===== config.mk =====
export PLATFORM = sky130hd
export DESIGN_NAME = spi_mem_bridge
export DESIGN_NICKNAME = d
export VERILOG_FILES = /design/src/rtl/spi_bridge_pkg.sv /design/src/rtl/spi_bridge_sync.sv /design/src/rtl/spi_bridge_rx.sv /design/src/rtl/spi_bridge_port.sv /design/src/rtl/spi_mem_bridge.sv
export SDC_FILE = /design/constraint.sdc
export NUM_CORES = 1
export LEC_CHECK = 0
export ABC_AREA = 1
export CORE_MARGIN = 5
export CORE_UTILIZATION = 50
export CTS_BUF_LIST = sky130_fd_sc_hd__clkbuf_4 sky130_fd_sc_hd__clkbuf_8 sky130_fd_sc_hd__clkbuf_16
export DETAILED_ROUTE_END_ITERATION = 6
export GPL_TIMING_DRIVEN = 0
export PLACE_DENSITY = 0.71
export SLEW_MARGIN = 0
export SYNTH_ARGS = -nofsm -noshare
export SYNTH_HDL_FRONTEND = slang
export SYNTH_HIERARCHICAL = 1
export SYNTH_SLANG_ARGS = --single-unit

===== constraint.sdc =====
create_clock -name clk -period 2.4 [get_ports clk]
set_clock_uncertainty 0.2 [all_clocks]
set_input_delay 0.48 -clock clk [delete_from_list [all_inputs] [get_ports clk]]
set_output_delay 0.48 -clock clk [all_outputs]
set_load 0.005 [all_outputs]

===== src/rtl/spi_bridge_pkg.sv =====
package spi_bridge_pkg;

  localparam int BYTE_W = 8;

  typedef enum logic [1:0] {
    ACC_NONE  = 2'd0,
    ACC_MSG   = 2'd1,
    ACC_WRITE = 2'd2,
    ACC_READ  = 2'd3
  } acc_e;

  typedef struct packed {
    acc_e kind;
    logic irq;
  } cmd_info_t;

  // Top bit clear: message. Bit 6 picks read or write.
  // Low six bits all zero mean the interrupt is suppressed.
  function automatic cmd_info_t decode_cmd(input logic [BYTE_W-1:0] c);
    cmd_info_t r;
    if (!c[7]) begin
      r.kind = ACC_MSG;
      r.irq  = 1'b1;
    end else if (c[6]) begin
      r.kind = ACC_READ;
      r.irq  = (c[5:0] != 6'd0);
    end else begin
      r.kind = ACC_WRITE;
      r.irq  = (c[5:0] != 6'd0);
    end
    return r;
  endfunction

endpackage


===== src/rtl/spi_bridge_sync.sv =====
module spi_bridge_sync #(
  parameter int               WIDTH     = 3,
  parameter int               STAGES    = 2,
  parameter logic [WIDTH-1:0] RESET_VAL = '0
) (
  input  logic             clk,
  input  logic             rst,
  input  logic [WIDTH-1:0] din,
  output logic [WIDTH-1:0] dout
);

  logic [WIDTH-1:0] pipe [STAGES];

  always_ff @(posedge clk) begin
    if (rst) begin
      for (int i = 0; i < STAGES; i++) pipe[i] <= RESET_VAL;
    end else begin
      pipe[0] <= din;
      for (int i = 1; i < STAGES; i++) pipe[i] <= pipe[i-1];
    end
  end

  assign dout = pipe[STAGES-1];

endmodule


===== src/rtl/spi_bridge_rx.sv =====
module spi_bridge_rx import spi_bridge_pkg::*; #(
  parameter int ADDR_W = 16
) (
  input  logic                       clk,
  input  logic                       rst,
  input  logic                       cs_n_s,
  input  logic                       sck_s,
  input  logic                       mosi_s,
  output logic                       frame_start,
  output logic                       frame_end,
  output logic                       sck_fall,
  output logic [BYTE_W-1:0]          cmd_byte,
  output logic                       hdr_done,
  output logic [ADDR_W-1:0]          hdr_addr,
  output logic                       data_done,
  output logic [BYTE_W-1:0]          data_byte,
  output logic [$clog2(BYTE_W)-1:0]  bit_idx,
  output logic                       in_data
);

  localparam int HDR_BYTES = 1 + ADDR_W / BYTE_W;
  localparam int CNT_W     = $clog2(HDR_BYTES + 1);
  localparam int IDX_W     = $clog2(BYTE_W);
  localparam logic [CNT_W-1:0] DATA_CNT = CNT_W'(HDR_BYTES);
  localparam logic [CNT_W-1:0] LAST_HDR = CNT_W'(HDR_BYTES - 1);
  localparam logic [IDX_W-1:0] LAST_BIT = IDX_W'(BYTE_W - 1);

  logic              sck_q, cs_q;
  logic [CNT_W-1:0]  byte_cnt;
  logic [ADDR_W-1:0] shreg, next_bits;
  logic              rise, fall, cs_fall, cs_rise;

  assign rise      = sck_s & ~sck_q & ~cs_n_s;
  assign fall      = ~sck_s & sck_q & ~cs_n_s;
  assign cs_fall   = ~cs_n_s & cs_q;
  assign cs_rise   = cs_n_s & ~cs_q;
  assign next_bits = {shreg[ADDR_W-2:0], mosi_s};
  assign in_data   = (byte_cnt == DATA_CNT);

  always_ff @(posedge clk) begin
    if (rst) begin
      sck_q       <= 1'b0;
      cs_q        <= 1'b1;
      frame_start <= 1'b0;
      frame_end   <= 1'b0;
      sck_fall    <= 1'b0;
      hdr_done    <= 1'b0;
      data_done   <= 1'b0;
      cmd_byte    <= '0;
      hdr_addr    <= '0;
      data_byte   <= '0;
      shreg       <= '0;
      bit_idx     <= '0;
      byte_cnt    <= '0;
    end else begin
      sck_q       <= sck_s;
      cs_q        <= cs_n_s;
      frame_start <= cs_fall;
      frame_end   <= cs_rise;
      sck_fall    <= fall;
      hdr_done    <= 1'b0;
      data_done   <= 1'b0;
      if (cs_fall || cs_rise) begin
        bit_idx  <= '0;
        byte_cnt <= '0;
      end else if (rise) begin
        shreg   <= next_bits;
        bit_idx <= bit_idx + 1'b1;
        if (bit_idx == LAST_BIT) begin
          if (byte_cnt == '0) cmd_byte <= next_bits[BYTE_W-1:0];
          if (byte_cnt == LAST_HDR) begin
            hdr_done <= 1'b1;
            hdr_addr <= next_bits;
          end
          if (byte_cnt == DATA_CNT) begin
            data_done <= 1'b1;
            data_byte <= next_bits[BYTE_W-1:0];
          end else begin
            byte_cnt <= byte_cnt + 1'b1;
          end
        end
      end
    end
  end

endmodule


===== src/rtl/spi_bridge_port.sv =====
module spi_bridge_port import spi_bridge_pkg::*; #(
  parameter int ADDR_W = 16
) (
  input  logic                       clk,
  input  logic                       rst,
  input  acc_e                       kind,
  input  logic                       frame_start,
  input  logic                       frame_end,
  input  logic                       sck_fall,
  input  logic                       hdr_done,
  input  logic [ADDR_W-1:0]          hdr_addr,
  input  logic                       data_done,
  input  logic [BYTE_W-1:0]          data_byte,
  input  logic [$clog2(BYTE_W)-1:0]  bit_idx,
  input  logic                       in_data,
  input  logic [BYTE_W-1:0]          mem_rdata,
  output logic [ADDR_W-1:0]          mem_addr,
  output logic [BYTE_W-1:0]          mem_wdata,
  output logic                       mem_we,
  output logic                       mem_re,
  output logic                       miso,
  output logic                       miso_oe
);

  localparam int IDX_W = $clog2(BYTE_W);
  localparam logic [IDX_W-1:0] TOP_BIT = IDX_W'(BYTE_W - 1);

  logic [ADDR_W-1:0] ptr;
  logic [BYTE_W-1:0] tx_byte;
  logic              re_d;

  always_ff @(posedge clk) begin
    if (rst) begin
      ptr       <= '0;
      tx_byte   <= '0;
      re_d      <= 1'b0;
      mem_addr  <= '0;
      mem_wdata <= '0;
      mem_we    <= 1'b0;
      mem_re    <= 1'b0;
      miso      <= 1'b0;
      miso_oe   <= 1'b0;
    end else begin
      mem_we <= 1'b0;
      mem_re <= 1'b0;
      re_d   <= mem_re;
      if (re_d) tx_byte <= mem_rdata;

      if (hdr_done) begin
        if (kind == ACC_READ) begin
          mem_re   <= 1'b1;
          mem_addr <= hdr_addr;
          ptr      <= hdr_addr + 1'b1;
        end else begin
          ptr <= hdr_addr;
        end
      end else if (data_done) begin
        if (kind == ACC_WRITE) begin
          mem_we    <= 1'b1;
          mem_addr  <= ptr;
          mem_wdata <= data_byte;
          ptr       <= ptr + 1'b1;
        end else if (kind == ACC_READ) begin
          mem_re   <= 1'b1;
          mem_addr <= ptr;
          ptr      <= ptr + 1'b1;
        end
      end

      if (frame_start || frame_end) begin
        miso_oe <= 1'b0;
        miso    <= 1'b0;
      end else if (sck_fall && in_data && kind == ACC_READ) begin
        miso_oe <= 1'b1;
        miso    <= tx_byte[TOP_BIT - bit_idx];
      end
    end
  end

endmodule


===== src/rtl/spi_mem_bridge.sv =====
module spi_mem_bridge import spi_bridge_pkg::*; #(
  parameter int ADDR_W      = 16,
  parameter int SYNC_STAGES = 2
) (
  input  logic              clk,
  input  logic              rst,
  input  logic              spi_cs_n,
  input  logic              spi_sck,
  input  logic              spi_mosi,
  output logic              spi_miso,
  output logic              spi_miso_oe,
  output logic [ADDR_W-1:0] mem_addr,
  output logic [BYTE_W-1:0] mem_wdata,
  output logic              mem_we,
  output logic              mem_re,
  input  logic [BYTE_W-1:0] mem_rdata,
  output logic              cpu_irq,
  output logic [BYTE_W-1:0] msg_cmd,
  output logic [ADDR_W-1:0] msg_addr
);

  localparam int IDX_W = $clog2(BYTE_W);

  logic [2:0]        sync_out;
  logic              cs_n_s, sck_s, mosi_s;
  logic              frame_start, frame_end, sck_fall;
  logic              hdr_done, data_done, in_data;
  logic [BYTE_W-1:0] cmd_byte, data_byte;
  logic [ADDR_W-1:0] hdr_addr;
  logic [IDX_W-1:0]  bit_idx;
  cmd_info_t         cur_info;
  acc_e              acc_kind;
  logic              hdr_seen;

  spi_bridge_sync #(
    .WIDTH(3), .STAGES(SYNC_STAGES), .RESET_VAL(3'b001)
  ) u_sync (
    .clk (clk),
    .rst (rst),
    .din ({spi_sck, spi_mosi, spi_cs_n}),
    .dout(sync_out)
  );

  assign {sck_s, mosi_s, cs_n_s} = sync_out;

  spi_bridge_rx #(.ADDR_W(ADDR_W)) u_rx (
    .clk(clk), .rst(rst),
    .cs_n_s(cs_n_s), .sck_s(sck_s), .mosi_s(mosi_s),
    .frame_start(frame_start), .frame_end(frame_end), .sck_fall(sck_fall),
    .cmd_byte(cmd_byte), .hdr_done(hdr_done), .hdr_addr(hdr_addr),
    .data_done(data_done), .data_byte(data_byte),
    .bit_idx(bit_idx), .in_data(in_data)
  );

  assign cur_info = decode_cmd(cmd_byte);
  assign acc_kind = cur_info.kind;

  spi_bridge_port #(.ADDR_W(ADDR_W)) u_port (
    .clk(clk), .rst(rst), .kind(acc_kind),
    .frame_start(frame_start), .frame_end(frame_end), .sck_fall(sck_fall),
    .hdr_done(hdr_done), .hdr_addr(hdr_addr),
    .data_done(data_done), .data_byte(data_byte),
    .bit_idx(bit_idx), .in_data(in_data),
    .mem_rdata(mem_rdata), .mem_addr(mem_addr), .mem_wdata(mem_wdata),
    .mem_we(mem_we), .mem_re(mem_re),
    .miso(spi_miso), .miso_oe(spi_miso_oe)
  );

  // Interrupt and message registers
  always_ff @(posedge clk) begin
    if (rst) begin
      hdr_seen <= 1'b0;
      cpu_irq  <= 1'b0;
      msg_cmd  <= '0;
      msg_addr <= '0;
    end else begin
      cpu_irq <= 1'b0;
      if (frame_start) begin
        hdr_seen <= 1'b0;
      end else if (frame_end) begin
        cpu_irq  <= hdr_seen & cur_info.irq;
        hdr_seen <= 1'b0;
      end else if (hdr_done) begin
        hdr_seen <= 1'b1;
        if (acc_kind == ACC_MSG) begin
          msg_cmd  <= cmd_byte;
          msg_addr <= hdr_addr;
        end
      end
    end
  end

endmodule


Word-level counts from Yosys, hierarchy flattened
Memory sizes are Yosys's and may differ from the RTL's.
Cells that the tools add are included.
{ "totals": {"ff_bits": 138, "ram_bits": 6, "inputBits": 13, "out_inout_bits": 53, "word_cells": 111, "n_memories": 1} }
{ "mem_list": {"columns": ["name", "depth", "width", "rd", "rd_clocked_by_memory_dff", "write_ports", "line", "source"], "rows": [
  ["u_sync.pipe", 2, 3, 2, 0, 2, "spi_bridge_sync.sv:12", "logic [WIDTH-1:0] pipe [STAGES];"]
]} }
{ "op_classes": {"n_addsub": 5, "order_cmp": 1, "n_eq_ne": 7, "mux": 26, "bitwise": 21, "n_reduce_logical": 24} }
{ "ops": {"columns": ["cell", "count"], "rows": [
  ["$mux W16", 10],
  ["$add A16 B1 Y16 const B", 2],
  ["$reduce_and A4 Y1", 4],
  ["$not A1 Y1", 12],
  ["$mux W1", 11],
  ["$mux W3", 3],
  ["$reduce_and A3 Y1", 3],
  ["$reduce_or A3 Y1", 3],
  ["$eq A2 B2 Y1 const B", 4],
  ["$and A1 B1 Y1", 7],
  ["$reduce_bool A6 Y1", 1],
  ["$lt A3 B4 Y1 const B", 1],
  ["$reduce_and A2 Y1", 2],
  ["$reduce_bool A2 Y1", 2],
  ["$reduce_or A2 Y1", 2],
  ["$reduce_or A4 Y1", 1],
  ["$add A3 B1 Y3 const B", 1],
  ["$bmux W1 S3", 1],
  ["$eq A3 B3 Y1 const B", 1],
  ["$reduce_bool A3 Y1", 1],
  ["$sub A3 B3 Y3 const A", 1],
  ["$add A2 B1 Y2 const B", 1],
  ["$eq A2 B1 Y1 const B", 1],
  ["$logic_and A1 B1 Y1", 2],
  ["5 further kinds", 7]
]} }

Logic depth before layout (Yosys ltp)
{ "depth": {"depth_word": 8, "ltp_mapped": 12, "mapped_depth_nobuf": 12} }

Modules after synthesis
The synthesis kept the hierarchy.
{ "modules_own_cells": {"columns": ["module", "n_inst", "cells_each", "area_each_um2", "seq_area_each_um2"], "rows": [
  ["spi_bridge_port", 1, 462, 3104.2, 1061.0],
  ["spi_bridge_rx", 1, 333, 2441.1, 1181.1],
  ["spi_mem_bridge", 1, 169, 1351.3, 520.5],
  ["spi_bridge_sync", 1, 22, 191.4, 120.1]
]} }

Worst setup path before layout
OpenSTA, ideal clock, no wires.
{ "synth_timing": {"path_type": "register -> register", "from": "register u_rx.bit_idx[0]", "to": "register u_rx.hdr_addr[9]", "setup_time_ps": 113, "arrival_time_ps": 1464, "required_ps": 2087, "path_slack_ps": 623, "path_stages_with_launch": 9, "path_buffers": 1, "period_less_slack_ps": 1777, "cell_sequence": "dfxtp_1 ha_1 ha_1 nand2_1 inv_1 clkbuf_1 nand4_1 nand2_1 nor2_1"} }
{ "synth_between": {"elab_chain_len": 2} }
{ "synth_rtl": {"columns": ["element", "line", "source"], "rows": [
  ["start: declaration", "spi_bridge_rx.sv:17", "output logic [$clog2(BYTE_W)-1:0] bit_idx,"],
  ["start signal: assignment", "spi_bridge_rx.sv:68", "bit_idx <= bit_idx + 1'b1;"],
  ["$eq A3 B3 Y1", "spi_bridge_rx.sv:69", "if (bit_idx == LAST_BIT) begin"],
  ["$reduce_and A4 Y1 (no line)", null, null],
  ["end signal: assignment", "spi_bridge_rx.sv:73", "hdr_addr <= next_bits;"],
  ["end: declaration", "spi_bridge_rx.sv:14", "output logic [ADDR_W-1:0] hdr_addr,"]
]} }
No other way between the ends.
A chain may end at the register's enable or synchronous reset.

Worst setup path after layout
{ "layout_timing": {"from": "register u_rx.bit_idx[0]", "to": "register u_rx.hdr_addr[13]"} }
The elaborated chain is that of the path after synthesis.

==> summary.md <==
| Metric | Value |
|---|---|
| Status | `finished, final reports clean` |
| Critical Path Max Stage Delay | `470 ps` |
| Largest net degree at the start of global routing | `17` |
| Slowest-stage cell, CP | `dfxtp_1` |
| Post-route cell area | `8600 µm²` |
| WP buf/inv | `2` |
| Actual slew at the worst max-slew pin | `765 ps` |
| Post CTS Setup Buffer Count | `0` |
| Final Setup Violations | `0` |
| Dpl cell area | `7960 µm²` |
| Most common cell in the netlist | `nor2_1` |
| Synth cell types | `43` |
| Register Area | `2880 µm²` |
| Final net count | `1,093` |
| Area growth from synthesis to layout | `21.3%` |
| Final Cycle Share | `86.8%` |
| Fill cells | `1,284` |
| Share of layout cells above drive strength 1 | `13.5%` |
| GRT Residual Overflow | `0` |
| Synth top area cells | `dfxtp_1, nor2_1, nand2_1, inv_1, nand3_1` |
| Min-delay worst type | `reg -> reg` |
| Leak | `3.53 nW` |
| Total Routing Usage GR | `22.0%` |
| Largest family of logic cells by synthesized area | `simple AND/OR/NAND/NOR gates` |
| Fmax | `480 MHz` |
| CTS tree | `built` |
| Main flop type after synthesis | `dfxtp_1` |
| Routability cong. | `0.948` |
| Latest clock arrival within the worst-skew pair | `420 ps` |
| RSZ-0062 raised after global routing | `false` |
| Antenna viol nets, final | `0` |
| Root Driver | `clkbuf_16` |
| Pwr dens | `620 nW/µm²` |
| Per-cell routed wire length | `14.0 µm` |
| Critical path's top delay family | `buffers and inverters` |
| Register area share after synthesis | `40.7%` |
| Vias | `6,501` |
| Crit path DAT | `2200 ps` |
| H-tree depth | `4` |
| Final hold slack | `201 ps` |
| Multi-input gate area | `3310 µm²` |
| R2r setup slk | `320 ps` |
| Vias in the first global route | `6,112` |
| Final hold viol count | `0` |
| DP HPWL | `13.2 mm` |
| Antenna violations before repair | `0` |
| Synth area leader | `dfxtp_1` |
| Die ar. | `16,700 µm²` |
| Buffers added on ports | `65` |
| Antenna cell count | `0` |
| Mapped Nets | `1,009` |
| Adder-Cell Fraction of Synth Area | `1.77%` |
| Hold_buf cts | `0` |
| Critical path startpoint category | `flip-flop` |
| Rows | `43` |
| Netlist Area Pre-Place | `7090 µm²` |
| Max VDD drop | `0.596 mV` |
| Worst R2R Start | `u_rx/bit_idx[0]` |
| Core footprint | `13,900 µm²` |
| 1st-iter DRT viols | `593` |
| Final Max Tran Viols | `0` |
| Asr flop ratio synth | `0%` |
| Post-Synth XOR/XNOR Area | `0.371%` |
| First-pass GRT wire length | `29.2 mm` |
| Total routed wirelength | `17.7 mm` |
| Slew margin rel. | `48.9%` |
| Syn Area/Cell | `7.19 µm²` |
| Hold EP | `u_sync/pipe[0][5]` |
| Synth warn | `6` |
| Initial core utilization | `51.1%` |
| Synth cell count leaders | `nor2_1, dfxtp_1, nand2_1, inv_1, nand3_1` |
| Longest Clk Path Bufs | `2` |
| Post-route DRC | `0` |
| PnR Total Power | `5.33 mW` |
| DRT Pass-1 Iters | `5` |
| CP required | `2520 ps` |
| Simple-Gate Fraction of Synth Area | `31.3%` |
| Min-Delay Path Depth | `2` |
| Final core utilization | `61.9%` |
| RR Endpoint | `u_rx/hdr_addr[13]` |
| Die Width | `129 µm` |
| Clock Sink Count | `144` |
| Vias/cell | `5.15` |
| Maxcap violations | `0` |
| Crit path cell chain | `ha_1 -> ha_1 -> nand2_1 -> inv_1 -> clkbuf_1 -> nand4_1 -> nand2_1 -> nor2_1` |
| Synth Instances | `986` |
| Crit-path max FO | `10` |
| Post-synthesis register bit count | `144` |
| Crit path capture type | `flip-flop` |
| Worst Hold Launch | `u_sync/pipe[0][2]` |
| Num ports | `66` |
| Number of synthesized flops with an enable pin | `0` |
| Setup CP Type | `reg -> reg` |
| CTS Buf Count | `17` |
| Final min period | `2080 ps` |
| Die span in y | `129 µm` |
| Clock slew at reported path FFs | `60 ps` |
| Mux cell area share after synthesis | `0%` |
| Synth top area share | `40.7%` |
| Synth Area in Compound Gates | `13.3%` |
| # resized after CTS | `0` |
| Reg2reg path depth | `8` |
## per-stage QoR
step	setup TNS, ps	worst slack, ps	std cells
floorplan	0	623	986
global placement	-9120	-422	1231
detailed placement	-11160	-418	1231
CTS	0	32.1	1262
global route	0	100	1262
finish	0	317	1262
## per-layer routing
layer  vias to the layer above  global-route usage (%)  part of all wire (%)
met5                         -                       0                     0
li1                       3326                       -                     -
met1                      2968                    27.9                    44
met4                         0                    9.14                   2.7
met2                       172                    36.5                    48
met3                        35                    4.82                   5.1
## logic make-up (layout without fill, tap and decap cells)
| family | after synthesis | count (layout) |
|---|---|---|
| AOI/OAI and AO/OA | 150 | 150 |
| xor gates and xnor gates | 3 | 3 |
| adders and majority gates | 10 | 10 |
| buffers and inverters | 190 | 286 |
| DFF | 144 | 144 |
| and+or+nand+nor | 489 | 489 |
## area by class of cell
type / instances / area share, %
Inverter: 143 / 6.30
Tap cell: 180 / 2.62
Buffer: 47 / 4.06
Clock inverter: 4 / 1.14
Clock buffer: 27 / 6.19
Sequential cell: 144 / 33.5
Multi-Input combinational cell: 652 / 38.6
Timing Repair Buffer: 65 / 7.60
## worst max-delay path by stage
stage | start | to | slack [ps] | cells after the start
floorplan | u_rx/bit_idx[0] | u_rx/hdr_addr[9] | 620 | 8
global placement | rst | u_port/mem_we | -420 | 4
detailed placement | rst | u_port/mem_we | -420 | 4
CTS | rst | u_port/mem_we | 30 | 4
global route | u_rx/bit_idx[0] | u_rx/hdr_addr[9] | 100 | 8
finish | u_rx/bit_idx[0] | u_rx/hdr_addr[13] | 320 | 8
## layout by cell type (no fill, tap or decap), drive strengths merged, types with 2 or more instances in the layout
cell type	synthesis	routed
nor3	10	10
xor2	2	2
a211oi	26	26
nand3	68	68
nor2	229	229
dfxtp	144	144
o21ai	68	68
nand4	35	35
clkdlybuf4s50	0	64
bufinv	0	3
a31oi	3	3
a21oi	46	46
clkbuf	10	37
nand2	145	145
buf	37	37
o211ai	3	3
or2	2	2
ha	10	10
inv	142	142
## where the power goes
group | switching (mW) | leakage [nW] | total (mW) | internal [mW]
Clock | 0.945 | 0.311 | 2.77 | 1.82
Sequential | 0.00541 | 1.16 | 2.41 | 2.40
Combinational | 0.0984 | 2.06 | 0.152 | 0.0533
## worst register-to-register path, cell delays in order (launching register included)
cell      delay (ps)
dfxtp_1          470
ha_1             230
ha_1             180
nand2_1          110
inv_1            160
clkbuf_1         320
nand4_1          160
nand2_1          110
nor2_1            40
## state kept, by name, summed over array words and instances, names as in the netlist, 2 cells and up
name,count
u_rx/cmd_byte,8
msg_cmd,8
u_rx/byte_cnt,2
u_rx/bit_idx,3
u_port/tx_byte,8
u_rx/hdr_addr,16
u_rx/shreg,15
u_port/ptr,16
msg_addr,16
u_port/mem_wdata,8
u_port/mem_addr,16
u_sync/pipe,6
u_rx/data_byte,8
(Power assumes the default switching activity.)
